**config.mk**
```make
export PLATFORM = sky130hd
export DESIGN_NAME = ilace_raster_gen
export DESIGN_NICKNAME = d
export VERILOG_FILES = /design/src/rtl/itg_pkg.sv /design/src/rtl/itg_field_ctl.sv /design/src/rtl/itg_counters.sv /design/src/rtl/itg_sync_gen.sv /design/src/rtl/ilace_raster_gen.sv
export SDC_FILE = /design/constraint.sdc
export NUM_CORES = 1
export LEC_CHECK = 0
export ABC_AREA = 1
export BUFFER_PORTS_ARGS = -buffer_cell sky130_fd_sc_hd__buf_4
export CORE_UTILIZATION = 42
export CTS_CLUSTER_DIAMETER = 150
export DETAILED_ROUTE_END_ITERATION = 10
export PLACE_DENSITY = 0.61
export SLEW_MARGIN = 20
export SYNTH_ARGS = -nofsm -noshare
export SYNTH_HDL_FRONTEND = slang
export SYNTH_HIERARCHICAL = 1
export SYNTH_SLANG_ARGS = --single-unit
```
**constraint.sdc**
```tcl
create_clock -name clk -period 11.02 [get_ports clk]
set_clock_uncertainty 0.2 [all_clocks]
set_input_delay 2.204 -clock clk [delete_from_list [all_inputs] [get_ports clk]]
set_output_delay 2.204 -clock clk [all_outputs]
set_load 0.01 [all_outputs]
```
**src/rtl/itg_pkg.sv**
```systemverilog
package itg_pkg;
  localparam int CFG_W    = 32;
  localparam int CFG_HALF = 16;

  typedef enum logic {
    FLD_EVEN = 1'b0,
    FLD_ODD  = 1'b1
  } field_e;
endpackage

```
**src/rtl/itg_field_ctl.sv**
```systemverilog
module itg_field_ctl
  import itg_pkg::*;
#(
  parameter int HW = 12,
  parameter int VW = 11
) (
  input  logic             clk,
  input  logic             rst,
  input  logic [CFG_W-1:0] cfg_active,
  input  logic [CFG_W-1:0] cfg_total,
  input  logic [CFG_W-1:0] cfg_hporch,
  input  logic [CFG_W-1:0] cfg_vporch,
  input  logic             cfg_ilace,
  input  logic             field_end,
  output logic [HW-1:0]    hact,
  output logic [HW-1:0]    htot,
  output logic [HW-1:0]    hs_s,
  output logic [HW-1:0]    hs_e,
  output logic [HW-1:0]    vpos,
  output logic [VW-1:0]    vact,
  output logic [VW-1:0]    vtot,
  output logic [VW-1:0]    vs_s,
  output logic [VW-1:0]    vs_e,
  output field_e           field
);
  // Fields of the packed words: horizontal low half, vertical high half
  logic [HW-1:0] c_hact, c_htot, c_right, c_left, c_hss, c_hse, c_half, c_vpos;
  logic [VW-1:0] c_vact, c_vtot, c_bot, c_top, c_vss, c_vse, c_odd_inc;
  field_e        nxt_field;
  logic          load;

  assign c_hact  = cfg_active[HW-1:0];
  assign c_vact  = cfg_active[CFG_HALF +: VW];
  assign c_htot  = cfg_total[HW-1:0];
  assign c_right = cfg_hporch[HW-1:0];
  assign c_left  = cfg_hporch[CFG_HALF +: HW];
  assign c_bot   = cfg_vporch[VW-1:0];
  assign c_top   = cfg_vporch[CFG_HALF +: VW];

  // Parity of the field about to start
  always_comb begin
    if (rst)
      nxt_field = FLD_EVEN;
    else if (cfg_ilace && field == FLD_EVEN)
      nxt_field = FLD_ODD;
    else
      nxt_field = FLD_EVEN;
  end

  assign c_odd_inc = {{(VW-1){1'b0}}, (nxt_field == FLD_ODD)};
  assign c_half    = c_htot >> 1;
  assign c_hss     = c_hact + c_right;
  assign c_hse     = c_htot - c_left;
  assign c_vtot    = cfg_total[CFG_HALF +: VW] + c_odd_inc;
  assign c_vss     = c_vact + c_bot + c_odd_inc;
  assign c_vse     = c_vtot - c_top;
  assign c_vpos    = (nxt_field == FLD_ODD) ? (c_hss - c_half) : c_hss;

  assign load = rst || field_end;

  always_ff @(posedge clk) begin
    if (load) begin
      hact  <= c_hact;
      htot  <= c_htot;
      hs_s  <= c_hss;
      hs_e  <= c_hse;
      vpos  <= c_vpos;
      vact  <= c_vact;
      vtot  <= c_vtot;
      vs_s  <= c_vss;
      vs_e  <= c_vse;
      field <= nxt_field;
    end
  end
endmodule

```
**src/rtl/itg_counters.sv**
```systemverilog
module itg_counters #(
  parameter int HW = 12,
  parameter int VW = 11
) (
  input  logic          clk,
  input  logic          rst,
  input  logic [HW-1:0] htot,
  input  logic [VW-1:0] vtot,
  output logic [HW-1:0] hcnt,
  output logic [VW-1:0] vcnt,
  output logic          field_end
);
  localparam logic [HW-1:0] H_ONE = HW'(1);
  localparam logic [VW-1:0] V_ONE = VW'(1);

  logic line_end;

  assign line_end  = (hcnt == htot - H_ONE);
  assign field_end = line_end && (vcnt == vtot - V_ONE);

  always_ff @(posedge clk) begin
    if (rst) begin
      hcnt <= '0;
      vcnt <= '0;
    end else if (line_end) begin
      hcnt <= '0;
      vcnt <= field_end ? '0 : vcnt + V_ONE;
    end else begin
      hcnt <= hcnt + H_ONE;
    end
  end
endmodule

```
**src/rtl/itg_sync_gen.sv**
```systemverilog
module itg_sync_gen
  import itg_pkg::*;
#(
  parameter int HW = 12,
  parameter int VW = 11
) (
  input  logic          clk,
  input  logic          rst,
  input  logic [HW-1:0] hcnt,
  input  logic [VW-1:0] vcnt,
  input  logic [HW-1:0] hact,
  input  logic [HW-1:0] hs_s,
  input  logic [HW-1:0] hs_e,
  input  logic [HW-1:0] vpos,
  input  logic [VW-1:0] vact,
  input  logic [VW-1:0] vs_s,
  input  logic [VW-1:0] vs_e,
  input  field_e        field,
  input  logic          inv_hs,
  input  logic          inv_vs,
  input  logic          inv_cs,
  output logic [HW-1:0] o_hcnt,
  output logic [VW-1:0] o_vcnt,
  output logic          o_de,
  output logic          o_hsync,
  output logic          o_vsync,
  output logic          o_csync,
  output logic          o_field,
  output logic          o_sof_even,
  output logic          o_sof_odd
);
  logic in_de, in_hs, in_vs, vs_past_start, vs_before_end, at_origin;

  assign in_de         = (hcnt < hact) && (vcnt < vact);
  assign in_hs         = (hcnt >= hs_s) && (hcnt < hs_e);
  assign vs_past_start = (vcnt > vs_s) || ((vcnt == vs_s) && (hcnt >= vpos));
  assign vs_before_end = (vcnt < vs_e) || ((vcnt == vs_e) && (hcnt < vpos));
  assign in_vs         = vs_past_start && vs_before_end;
  assign at_origin     = (hcnt == '0) && (vcnt == '0);

  always_ff @(posedge clk) begin
    if (rst) begin
      o_hcnt     <= '0;
      o_vcnt     <= '0;
      o_de       <= 1'b0;
      o_hsync    <= 1'b0;
      o_vsync    <= 1'b0;
      o_csync    <= 1'b0;
      o_field    <= 1'b0;
      o_sof_even <= 1'b0;
      o_sof_odd  <= 1'b0;
    end else begin
      o_hcnt     <= hcnt;
      o_vcnt     <= vcnt;
      o_de       <= in_de;
      o_hsync    <= in_hs ^ inv_hs;
      o_vsync    <= in_vs ^ inv_vs;
      o_csync    <= (in_hs | in_vs) ^ inv_cs;
      o_field    <= (field == FLD_ODD);
      o_sof_even <= at_origin && (field == FLD_EVEN);
      o_sof_odd  <= at_origin && (field == FLD_ODD);
    end
  end
endmodule

```
**src/rtl/ilace_raster_gen.sv**
```systemverilog
module ilace_raster_gen
  import itg_pkg::*;
#(
  parameter int HW = 12,
  parameter int VW = 11
) (
  input  logic          clk,
  input  logic          rst,
  input  logic [31:0]   cfg_active,
  input  logic [31:0]   cfg_total,
  input  logic [31:0]   cfg_hporch,
  input  logic [31:0]   cfg_vporch,
  input  logic          cfg_ilace,
  input  logic          cfg_inv_hs,
  input  logic          cfg_inv_vs,
  input  logic          cfg_inv_cs,
  output logic [HW-1:0] o_hcnt,
  output logic [VW-1:0] o_vcnt,
  output logic          o_de,
  output logic          o_hsync,
  output logic          o_vsync,
  output logic          o_csync,
  output logic          o_field,
  output logic          o_sof_even,
  output logic          o_sof_odd
);
  logic [HW-1:0] cur_hact, cur_htot, cur_hss, cur_hse, cur_vpos, hcnt;
  logic [VW-1:0] cur_vact, cur_vtot, cur_vss, cur_vse, vcnt;
  field_e        cur_field;
  logic          field_end;

  itg_field_ctl #(.HW(HW), .VW(VW)) u_fld (
    .clk(clk), .rst(rst),
    .cfg_active(cfg_active), .cfg_total(cfg_total),
    .cfg_hporch(cfg_hporch), .cfg_vporch(cfg_vporch),
    .cfg_ilace(cfg_ilace), .field_end(field_end),
    .hact(cur_hact), .htot(cur_htot), .hs_s(cur_hss), .hs_e(cur_hse),
    .vpos(cur_vpos), .vact(cur_vact), .vtot(cur_vtot), .vs_s(cur_vss),
    .vs_e(cur_vse), .field(cur_field)
  );

  itg_counters #(.HW(HW), .VW(VW)) u_cnt (
    .clk(clk), .rst(rst), .htot(cur_htot), .vtot(cur_vtot),
    .hcnt(hcnt), .vcnt(vcnt), .field_end(field_end)
  );

  itg_sync_gen #(.HW(HW), .VW(VW)) u_sync (
    .clk(clk), .rst(rst), .hcnt(hcnt), .vcnt(vcnt),
    .hact(cur_hact), .hs_s(cur_hss), .hs_e(cur_hse), .vpos(cur_vpos),
    .vact(cur_vact), .vs_s(cur_vss), .vs_e(cur_vse), .field(cur_field),
    .inv_hs(cfg_inv_hs), .inv_vs(cfg_inv_vs), .inv_cs(cfg_inv_cs),
    .o_hcnt(o_hcnt), .o_vcnt(o_vcnt), .o_de(o_de), .o_hsync(o_hsync),
    .o_vsync(o_vsync), .o_csync(o_csync), .o_field(o_field),
    .o_sof_even(o_sof_even), .o_sof_odd(o_sof_odd)
  );
endmodule

```
==> flow_metrics.tcl <==
set metrics [dict create \
    end_kind "flop" \
    fin_crit_sh 0.440 \
    post_cts_buffers 0 \
    synth_most_common_cell "nand2_1" \
    layout-drive-gt1-share 0.137 \
    clk_latency_ns 0.43 \
    grt_overflow 0 \
    worst_slew_pin_slew_ns 0.970 \
    grt_pass1_vias 9182 \
    ys_warn_count 6 \
    wire_per_inst_um 13.7 \
    ant_nets 0 \
    startpoint_type "input port" \
    ios 164 \
    ys_top_cells_by_area "edfxtp_1 (27%), ha_1 (15%), nand2_1 (11%)" \
    synthArstFlopShare 0 \
    hold_path.class "flop to flop" \
    rsz0062_at_grt "no" \
    wl_met3_um 1250 \
    crit_type "input port to flop" \
    synthesis.area_um2 11600 \
    synth_seq_cells 158 \
    met1_length_um 12700 \
    cts_max_level 4 \
    finalHoldViolCount 0 \
    num_antenna_cells 0 \
    syn_area_per_cell_um2 7.80 \
    holdBufCountCts 0 \
    required_ns 11.00 \
    yosysSeqAreaShare 0.364 \
    yosysTopAreaCell "edfxtp_1" \
    core_area_um2 27000 \
    dr.pass1.iters 7 \
    routed_wl_um 27100 \
    die_w_um 168 \
    routed-via-count 9711 \
    cts_made_buffers 17 \
    via_per_inst 4.91 \
    post-route-min-period_ns 4.84 \
    pre_cts_slack_ns 5.70 \
    synth-edff-count 105 \
    cts_resized 0 \
    die-area_um2 28200 \
    core.rowCount 60 \
    fin_setup_tns_ns 0 \
    port-buffer-count 127 \
    synth_top_area_frac 0.273 \
    syn_to_final_growth_pct 16.9 \
    die_h_um 168 \
    grt_pass1_wl_um 44100 \
    slew_violations 0 \
    p_leak_nw 6.85 \
    route.met2.wl_um 12500 \
    grt_usage 0.198 \
    final_util 0.502 \
    drv_cap 0 \
    path_max_fanout 30 \
    clk_path_buf_depth 2 \
    crit_arrival_ns 4.82 \
    status "finished clean" \
    drt_iter0_drc 546 \
    initial_core_util 0.429 \
    synthFlopType "edfxtp_1" \
    gp_congestion 0.869 \
    powerDensity_nw_per_um2 125 \
    ys_top_cells_by_count "nand2_1 (340), inv_1 (280), nor2_1 (145)" \
    drc 0 \
    grt_max_degree 76 \
    max_freq_mhz 206 \
    final_nets 1901 \
    worst_slack_ns 6.18 \
    dp_hpwl_um 21600 \
    relSlewSlack 0.353 \
    highest_layer "met4" \
    antenna_found_initial 0 \
    ir_drop_mv 0.106 \
    tritoncts "done" \
    yosysUniqueCellTypes 48 \
    postSynthCellCount 1484 \
    clockRootBuffer "clkbuf_16" \
    syn_nets 1760 \
    setup_viol 0 \
    clkSinkCount 158 \
    cts.reportedPaths.clkPinSlew_ns 0.06 \
]
==> final timing paths <==
kind                               startpoint                 to  slack (ns)  cells after the start
worst max-delay path                      rst      u_fld/vs_e[9]        6.18                     14
worst min-delay path              u_fld/field  u_sync/o_sof_even        0.32                      1
worst max register to register  u_fld/htot[0]      u_fld/vtot[1]        7.08                     14
worst min register to register    u_fld/field  u_sync/o_sof_even        0.32                      1
==> sequential cells by signal, indices dropped and copies added (netlist names), 12 cells and up <==
signal and cells:
u_fld/hs_e 12, u_fld/hact 12, u_fld/htot 12, u_cnt/hcnt 12
u_sync/o_hcnt 12, u_fld/hs_s 12, u_fld/vpos 12
==> routing by layer <==
metal,vias up,GRT usage
met4,0,0.0754
met3,46,0.0247
met2,226,0.335
met1,4364,0.259
li1,5075,-
met5,-,0
==> where the power goes <==
part | switching (mW) | internal, mW
logic | 0.228 | 0.149
registers | 0.0210 | 0.694
clock network | 0.246 | 0.346
==> layout by cell type (no fill, tap or decap), types with 8 or more instances in the layout <==
master / synthesis / routed
nand2_1: 340 / 340
inv_1: 280 / 282
nor2_1: 145 / 145
ha_1: 136 / 136
buf_4: 0 / 129
edfxtp_1: 105 / 105
nand3_1: 86 / 86
a21oi_1: 70 / 70
dfxtp_1: 53 / 53
xor2_1: 37 / 37
nand4_1: 30 / 30
o21ai_0: 29 / 29
nand2_2: 22 / 22
xnor2_1: 20 / 20
clkbuf_16: 0 / 19
nor3_1: 18 / 18
nor2_4: 10 / 10
nor2_2: 8 / 8
==> critical path, stage by stage <==
cell	delay, ns
buf_4	0.22
nor3_4	0.18
buf_4	0.26
ha_1	0.24
ha_1	0.32
nand3_1	0.13
xor2_1	0.14
inv_1	0.08
ha_1	0.33
a21o_1	0.23
o21ai_0	0.25
nand3_1	0.11
nand2_1	0.07
nand2_1	0.04
==> metrics by stage <==
step                hold slack, ns  cell area (um^2)  instances  power [mW]
floorplan                    0.274             11600       1484       0.992
global placement             0.297             12900       1947        1.10
detailed placement           0.308             12900       1947        1.11
CTS                          0.322             13500       1979        1.70
global route                 0.351             13500       1979        1.78
finish                       0.320             13500       1979        1.68
==> cells by family (layout without fill, tap and decap cells) <==
| group | count (synthesis) | after routing | share of synthesized area |
|---|---|---|---|
| AO/OA/AOI/OAI | 134 | 134 | 0.0645 |
| XOR/XNOR | 59 | 59 | 0.0460 |
| adder cells (fa/ha/maj) | 142 | 142 | 0.157 |
| buffers and inverters | 297 | 451 | 0.0979 |
| flip-flops | 158 | 158 | 0.364 |
| AND/OR/NAND/NOR | 694 | 694 | 0.270 |
==> area by class of cell <==
cell class	count	area, um^2
inverters	290	1090
multi-input cells	1029	6220
repair buffers	129	968
well taps	341	427
clock inverters	11	103
flip-flops and latches	158	4210
clock buffers	21	493
fillers	2613	13400
Power figures use the tool's default switching activity.
